--- src/rtl/nine_op_core.sv ---
module nine_op_core #(
  parameter logic [31:0] RESET_PC = 32'h0
) (
  input  logic        clk,
  input  logic        rst,
  output logic [31:0] imem_addr,
  input  logic [31:0] imem_word,
  output logic [31:0] dmem_addr,
  output logic        dmem_rd,
  output logic        dmem_wr,
  output logic [3:0]  dmem_mask,
  output logic [31:0] dmem_wdata,
  input  logic [31:0] dmem_rdata
);
  localparam int NREG = 32;

  logic [31:0] pc;
  logic [31:0] regs [NREG];

  logic [5:0]  opcode, funct;
  logic [4:0]  rs, rt, rd, wsel;
  logic [15:0] imm;
  logic [25:0] jfield;
  logic [31:0] simm, opa, opb, alu_b, alu_y, wval;
  logic [31:0] pc_inc, pc_br, pc_jmp, pc_next;
  logic        reg_dst, alu_imm, mem_to_reg, reg_we, mem_rd, mem_wr, is_br, is_jmp;
  logic [1:0]  alu_op;
  logic [3:0]  alu_code;
  logic        zero, take_br;
  logic        unused_bits;

  assign opcode = imem_word[31:26];
  assign rs     = imem_word[25:21];
  assign rt     = imem_word[20:16];
  assign rd     = imem_word[15:11];
  assign funct  = imem_word[5:0];
  assign imm    = imem_word[15:0];
  assign jfield = imem_word[25:0];
  assign unused_bits = ^imem_word[10:6];

  assign simm = {{16{imm[15]}}, imm};

  always_comb begin
    reg_dst = 1'b0; alu_imm = 1'b0; mem_to_reg = 1'b0; reg_we = 1'b0;
    mem_rd = 1'b0; mem_wr = 1'b0; is_br = 1'b0; is_jmp = 1'b0; alu_op = 2'b00;
    case (opcode)
      6'b000000: begin reg_dst = 1'b1; reg_we = 1'b1; alu_op = 2'b10; end
      6'b100011: begin alu_imm = 1'b1; mem_to_reg = 1'b1; reg_we = 1'b1; mem_rd = 1'b1; end
      6'b101011: begin alu_imm = 1'b1; mem_wr = 1'b1; end
      6'b000100: begin is_br = 1'b1; alu_op = 2'b01; end
      6'b000010: is_jmp = 1'b1;
      default: ;
    endcase
  end

  always_comb begin
    case (alu_op)
      2'b00: alu_code = 4'b0010;
      2'b01: alu_code = 4'b0110;
      default: begin
        case (funct)
          6'b100000: alu_code = 4'b0010;
          6'b100010: alu_code = 4'b0110;
          6'b100100: alu_code = 4'b0000;
          6'b100101: alu_code = 4'b0001;
          6'b101010: alu_code = 4'b0111;
          default:   alu_code = 4'b1111;
        endcase
      end
    endcase
  end

  assign opa   = regs[rs];
  assign opb   = regs[rt];
  assign alu_b = alu_imm ? simm : opb;

  always_comb begin
    case (alu_code)
      4'b0000: alu_y = opa & alu_b;
      4'b0001: alu_y = opa | alu_b;
      4'b0010: alu_y = opa + alu_b;
      4'b0110: alu_y = opa - alu_b;
      4'b0111: alu_y = {31'd0, $signed(opa) < $signed(alu_b)};
      default: alu_y = 32'd0;
    endcase
  end

  assign zero = (alu_y == 32'd0);

  wire func_ok = (alu_op != 2'b10) || (alu_code != 4'b1111);
  assign wsel = reg_dst ? rd : rt;
  assign wval = mem_to_reg ? dmem_rdata : alu_y;

  always_ff @(posedge clk) begin
    if (rst) begin
      for (int i = 0; i < NREG; i++) regs[i] <= 32'd0;
    end else if (reg_we && func_ok && wsel != 5'd0) begin
      regs[wsel] <= wval;
    end
  end

  assign pc_inc  = pc + 32'd4;
  assign pc_br   = pc_inc + {simm[29:0], 2'b00};
  assign pc_jmp  = {pc[31:28], jfield, 2'b00};
  assign take_br = is_br & zero;
  assign pc_next = is_jmp ? pc_jmp : (take_br ? pc_br : pc_inc);

  always_ff @(posedge clk) begin
    if (rst) pc <= RESET_PC;
    else     pc <= pc_next;
  end

  assign imem_addr  = pc;
  assign dmem_addr  = alu_y;
  assign dmem_rd    = mem_rd;
  assign dmem_wr    = mem_wr;
  assign dmem_mask  = mem_wr ? 4'b1111 : 4'b0000;
  assign dmem_wdata = opb;
endmodule

--- config.mk ---
export PLATFORM = sky130hd
export DESIGN_NAME = nine_op_core
export DESIGN_NICKNAME = d
export VERILOG_FILES = /design/src/rtl/nine_op_core.sv
export SDC_FILE = /design/constraint.sdc
export NUM_CORES = 2
export LEC_CHECK = 0
export BUFFER_PORTS_ARGS = -buffer_cell sky130_fd_sc_hd__buf_4
export CAP_MARGIN = 30
export CELL_PAD_IN_SITES_DETAIL_PLACEMENT = 1
export CELL_PAD_IN_SITES_GLOBAL_PLACEMENT = 2
export CORE_ASPECT_RATIO = 0.9
export CORE_MARGIN = 4
export CORE_UTILIZATION = 49
export DETAILED_ROUTE_END_ITERATION = 16
export GPL_TIMING_DRIVEN = 0
export PLACE_DENSITY_LB_ADDON = 0.1
export SYNTH_ARGS = -nofsm -noshare
export SYNTH_HDL_FRONTEND = slang
export SYNTH_SLANG_ARGS = --single-unit
--- constraint.sdc ---
create_clock -name clk -period 24.2 [get_ports clk]
set_input_delay 4.84 -clock clk [delete_from_list [all_inputs] [get_ports clk]]
set_output_delay 4.84 -clock clk [all_outputs]
set_load 0.01 [all_outputs]
Word-level counts from Yosys, hierarchy flattened. Memories as Yosys holds them, arrays and structs flattened. Index checks and enable logic that the tools add are counted.

Input port bits: 66. Register bits: 32. Memory bits (writable): 1024. Memories kept: 1.

Memories: regs (depth 32, width 32, rd ports 2, clocked after memory_dff 0, wr ports 32, line 18) `logic [31:0] regs [NREG];`.

Bitwise logic cells: 3. $lt $le $gt $ge: 1. Add/subtract/negate cells: 4. Reduce and logical (&&, ||, !) cells: 12. Equality and inequality tests: 16. Mux-type cells: 25.

Operator list (number): $pmux W32 S5 (1); $mux W32 (4); $add A32 B32 Y32 (2); $eq A6 B6 Y1 const B (7); $add A32 B3 Y32 const B (1); $and A32 B32 Y32 (1); $logic_not A32 Y1 (1); $lt A32 B32 Y1 (1); $or A32 B32 Y32 (1); $reduce_or A32 Y1 (1); $sub A32 B32 Y32 (1); $mux W28 (1); $pmux W4 S5 (1); $mux W1 (13); $mux W5 (2); $eq A4 B3 Y1 const B (2); $pmux W4 S2 (1); $eq A6 B2 Y1 const B (1); $eq A6 B3 Y1 const B (1); $logic_not A6 Y1 (1); $reduce_or A2 Y1 (3); $reduce_bool A5 Y1 (1); $eq A4 B1 Y1 const B (1); $eq A4 B2 Y1 const B (1); other kinds (10) (11).

Longest topological paths before layout.
Word-level depth: 13. Depth in mapped cells: 25.

Worst setup path after synthesis. OpenSTA, ideal clock, no wires.

Path kind: input to output. Start point: input imem_word[16]. End point: output dmem_addr[30]. Stages on the path: 19. Data arrival time: 10.010 ns. Slack: 9.350 ns. Cell sequence: clkbuf_1 clkbuf_1 buf_1 mux4_2 mux4_2 mux2_2 nor2_1 a21o_1 inv_1 ha_1 fa_1 a21o_1 a221oi_1 a21oi_1 o21ai_1 a31oi_1 a2111oi_0 o22ai_1 nand2_1.

Word-level cells in the longest chain between the ends: 4. Elaborated cells between the ends (all ways): 7.

RTL lines: start: declaration (line 7) `input logic [31:0] imem_word,`; $mem_v2 Z32 W32 (*); net dmem_wdata[0] (line 12) `output logic [31:0] dmem_wdata,`; $mux W32 (*) (line 75) `assign alu_b = alu_imm ? simm : opb;`; $sub A32 B32 Y32 / $add A32 B32 Y32 (equally long branches) (line 82, 81); $pmux W32 S5 (*) (line 78) `case (alu_code)`; end: declaration (line 8) `output logic [31:0] dmem_addr,`.

The timed path passes the listed nets; every way through them passes the cells marked *.

Final worst setup path.
Start point: input imem_word[16]. End point: output dmem_addr[30].

Word-level cells in the longest chain between the ends: 4. Elaborated cells between the ends (all ways): 7.

RTL lines: $mem_v2 Z32 W32 (*); $mux W32 (*) (line 75); $sub A32 B32 Y32 (tied with other cells) (line 82) `4'b0110: alu_y = opa - alu_b;`; $pmux W32 S5 (*) (line 78).

Every way passes the cells marked *; elsewhere a longest branch is shown, timed or not.

==> metrics.md <==
| Metric | Value |
|---|---|
| Share of cells above drive strength 1 | 25.1% |
| Residual overflow from global routing | 0 |
| Number of storage elements in the synthesis netlist | 1,054 |
| Unrepaired setup endpoints after global routing | no |
| Detailed-routing iteration count for the pre-antenna-repair pass | 7 |
| Arr. time, crit path | 12,810 ps |
| Leading cell types by total area after synthesis | sky130_fd_sc_hd__edfxtp_1 (50%), sky130_fd_sc_hd__mux4_2 (24%), sky130_fd_sc_hd__nor2_1 (7.1%) |
| Detailed placement HPWL | 203 mm |
| Leakage | 25.5 nW |
| Count of pins on the block boundary | 168 |
| Die outline area | 0.130 sq mm |
| Worst r2r dst | imem_addr[22] |
| Crit end category | output pin |
| Async set-or-reset flop fraction in the synthesized netlist | 0% |
| Fmax | 56.6 MHz |
| Post-route clock skew | 66.5 ps |
| Terminating pin of the worst hold path | imem_addr[30] |
| Max-cap violations | 0 |
| Relative area change from synthesis to final layout | 15.2% |
| Clock power share | 31.6% |
| Combinational cell fraction of total power | 29.2% |
| CTS Hold Buffers Added | 0 |
| Count of port buffers added during placement | 156 |
| Root cell of the clock tree | sky130_fd_sc_hd__clkbuf_16 |
| Floorplan die width | 380 um |
| FP Rows | 122 |
| Final critical delay including setup and external delays | 17,650 ps |
| Count of clock tree sinks | 1,054 |
| Post-synthesis compound-gate area fraction | 5.23% |
| PD cells | 76.1 mW/mm^2 |
| Worst r2r path cells | 23 |
| Gates resized, CTS repair | 0 |
| Count of different cell masters after synthesis | 95 |
| Maximum fanout count along the critical path | 10 |
| Data required time of the critical path | 19,360 ps |
| Routability congestion estimate | 0.973 |
| Sequential fraction of the synthesis area | 51.3% |
| Share of the core filled with cells in the final layout | 57.1% |
| Critical Setup Path Class | primary input to output pin |
| Synthesized netlist cell count | 4,539 |
| Vias in the first global route | 47.2k |
| Switch Pwr | 0.00188 W |
| Flop2flop setup slack | 16,320 ps |
| Overall die height | 343 um |
| Pin count of the biggest net entering global routing | 28 |
| Overall via count from detail_route | 47.5k |
| Portion of synthesized cell area occupied by the leading cell type | 50.3% |
| Number of endpoints failing setup at the final stage | 0 |
| Post-Synthesis Cell Area | 0.0611 sq mm |
| Drc violations | 0 |
| YS warnings | 0 |
| Start point of the worst min-delay path | imem_addr[30] |
| Final setup TNS | 0 ps |
| Sw Ratio | 35.1% |
| Number of stages on the worst hold path | 2 |
| Xor/xnor share of the synthesized area | 0.817% |
| Leading area contributor after synthesis | sky130_fd_sc_hd__edfxtp_1 |
| Final clock period utilization by the worst path | 72.9% |
| Result of the run | complete, no violations |
| Fill cell instance count of the final layout | 12.1k |
| Most instantiated flip-flop cell in the synthesis netlist | sky130_fd_sc_hd__edfxtp_1 |
| R2r startpoint | regs[20][0] |
| Design internal power | 0.00347 W |
| TritonCTS clock tree | done |
| Dominant combinational cell family by area after synthesis | multiplexers |
| Final Max Tran Viols | 0 |
| Hold Fails Final Rpt | 0 |
| Gr usage total | 40.6% |
| Worst IR drop on VDD | 0.0000738 V |
| Most frequent cells in the layout | sky130_fd_sc_hd__nor2_1 (1,151), sky130_fd_sc_hd__edfxtp_1 (1,024), sky130_fd_sc_hd__mux4_2 (640) |
| Maximum clock path buffer count | 3 |
| Share of total power in sequential cells | 39.2% |
| Starting DRT DRC Count | 7,369 |
| Level count of the clock H-tree | 3 |
| Headroom to the max-slew limit | 17.3% |
| Clock insertion delay at the later pin of the skew report | 770 ps |
| Critical path startpoint category | primary input |
| Least-Margin Pin Slew | 1210 ps |
| Post-DRT Antenna Nets | 0 |
| Average instance area after synthesis | 13.5 sq um |
| Number of CTS-inserted buffers | 112 |
| Hold Crit Class | flip-flop to flip-flop |
| Share of cell area taken by muxes after synthesis | 25.8% |
| Simple-gate portion of the synthesized area | 10.7% |
| Final routed wirelength across all metal layers | 268 mm |
| Wire length of the first global-routing pass | 368 mm |
| Number of enable flip-flop cells after synthesis | 1,024 |
| Clk pin slew, worst setup/hold paths | 60 ps |
| Vias per inst | 7.08 |
| Placeable core area | 0.123 sq mm |
| Average detailed-routed wire length per instance | 39.9 um |
| Synth Area in Adders | 2.68% |
| Initial antenna violation count | 17 |
| Starting Density | 49.6% |
| Layout net count | 5,193 |
| Post-CTS repair timing setup buffer count | 0 |
| Commonest non-fill, non-tap cell in the layout | sky130_fd_sc_hd__nor2_1 |
## worst max-delay path, cell delays in order
cell	delay (ps)
sky130_fd_sc_hd__clkbuf_1	530
sky130_fd_sc_hd__clkbuf_1	760
sky130_fd_sc_hd__buf_1	780
sky130_fd_sc_hd__mux4_2	670
sky130_fd_sc_hd__mux4_2	630
sky130_fd_sc_hd__mux2_2	410
sky130_fd_sc_hd__o21ai_0	370
sky130_fd_sc_hd__ha_1	310
sky130_fd_sc_hd__clkbuf_1	240
sky130_fd_sc_hd__nor4b_1	820
sky130_fd_sc_hd__nand3_1	210
sky130_fd_sc_hd__o311ai_0	740
sky130_fd_sc_hd__o221ai_1	420
sky130_fd_sc_hd__o21ai_1	430
sky130_fd_sc_hd__mux2i_1	390
sky130_fd_sc_hd__nand2_1	90
sky130_fd_sc_hd__buf_4	160
## registers in the layout, summed over array words and instances (netlist names)
register and cells:
regs 1024, imem_addr 30
## per-stage QoR
step / hold WS, ps / std cells / setup slack, ps / cell area [sq um] / total power, W
after floorplan: 553 / 4572 / 9350 / 61200 / 0.00290
after global placement: 540 / 6340 / 6030 / 64400 / 0.00352
after detailed placement: 549 / 6478 / 6820 / 66700 / 0.00360
after CTS: 558 / 6682 / 6790 / 70200 / 0.00527
after global routing: 580 / 6700 / 6390 / 70400 / 0.00547
final: 550 / 6712 / 6550 / 70400 / 0.00536
## layout make-up
type / instances / area, sq um / share of cell area, %
antenna: 12 / 30.0 / 0.0426
buffer: 427 / 1750 / 2.49
clock buffer: 142 / 2920 / 4.14
clock inverter: 62 / 558 / 0.792
inverter: 109 / 409 / 0.581
multi-input combinational: 2982 / 27800 / 39.5
sequential: 1054 / 31400 / 44.5
tap: 1612 / 2020 / 2.86
timing repair buffer: 312 / 3550 / 5.04
## worst max path at each step
| stage | from | end | slack [ps] | cells past startpoint |
|---|---|---|---|---|
| floorplan | imem_word[16] | dmem_addr[30] | 9350 | 19 |
| global placement | imem_word[21] | dmem_addr[18] | 6030 | 16 |
| detailed placement | imem_word[16] | dmem_addr[18] | 6820 | 20 |
| CTS | imem_word[16] | dmem_addr[18] | 6790 | 20 |
| global route | imem_word[16] | dmem_addr[30] | 6390 | 17 |
| finish | imem_word[16] | dmem_addr[30] | 6550 | 17 |
## cells in the mapped netlist (5+ instances only)
library cell and number:
sky130_fd_sc_hd__nor3b_1 12, sky130_fd_sc_hd__nor2_1 1151, sky130_fd_sc_hd__clkbuf_1 341, sky130_fd_sc_hd__nand3_1 27
sky130_fd_sc_hd__xor2_1 11, sky130_fd_sc_hd__or4_1 5, sky130_fd_sc_hd__inv_1 107, sky130_fd_sc_hd__o221ai_1 7
sky130_fd_sc_hd__nand2_1 106, sky130_fd_sc_hd__nor2b_1 24, sky130_fd_sc_hd__o21bai_1 17, sky130_fd_sc_hd__o221a_2 10
sky130_fd_sc_hd__mux4_2 640, sky130_fd_sc_hd__o21a_1 12, sky130_fd_sc_hd__buf_2 13, sky130_fd_sc_hd__or3_1 6
sky130_fd_sc_hd__o2111ai_1 6, sky130_fd_sc_hd__o211ai_1 13, sky130_fd_sc_hd__a31oi_1 17, sky130_fd_sc_hd__a221oi_1 17
sky130_fd_sc_hd__mux2i_1 80, sky130_fd_sc_hd__a21oi_1 87, sky130_fd_sc_hd__mux2_2 50, sky130_fd_sc_hd__ha_1 126
sky130_fd_sc_hd__nand3b_1 11, sky130_fd_sc_hd__a211oi_1 43, sky130_fd_sc_hd__nor4_1 11, sky130_fd_sc_hd__buf_4 8
sky130_fd_sc_hd__or2_2 21, sky130_fd_sc_hd__and3_1 23, sky130_fd_sc_hd__o21ai_1 6, sky130_fd_sc_hd__and2_1 13
sky130_fd_sc_hd__a2bb2oi_1 10, sky130_fd_sc_hd__o22ai_1 20, sky130_fd_sc_hd__nor3_1 29, sky130_fd_sc_hd__buf_1 58
sky130_fd_sc_hd__nand2b_1 59, sky130_fd_sc_hd__nand4_1 18, sky130_fd_sc_hd__dfxtp_1 30, sky130_fd_sc_hd__a211o_1 7
sky130_fd_sc_hd__a21o_1 33, sky130_fd_sc_hd__xnor2_1 46, sky130_fd_sc_hd__o21ai_0 74, sky130_fd_sc_hd__edfxtp_1 1024
sky130_fd_sc_hd__o31ai_1 13
## metal layers
layer,vias up,GRT usage [%],wire [um]
li1,18300,-,-
met1,24500,50.2,91900
met2,3847,61.2,118000
met3,871,17.2,40500
met4,18,20.6,16900
met5,-,1.02,209
## power groups by stage
stage          clock (W)  combinational, W  sequential, W
2_1_floorplan          0          0.000786        0.00212
3_3_place_gp           0           0.00139        0.00213
3_5_place_dp           0           0.00147        0.00213
4_1_cts          0.00169           0.00148        0.00209
5_1_grt          0.00177           0.00160        0.00210
6_report         0.00169           0.00156        0.00210
## kinds of logic after synthesis
logic type,count (synthesis)
and+or+nand+nor,1538
buffers and inverters,536
xor gates and xnor gates,57
adders and majority gates,129
other,1
DFF,1054
muxes,770
AOI/OAI and AO/OA,454
(Power assumes the default switching activity.)
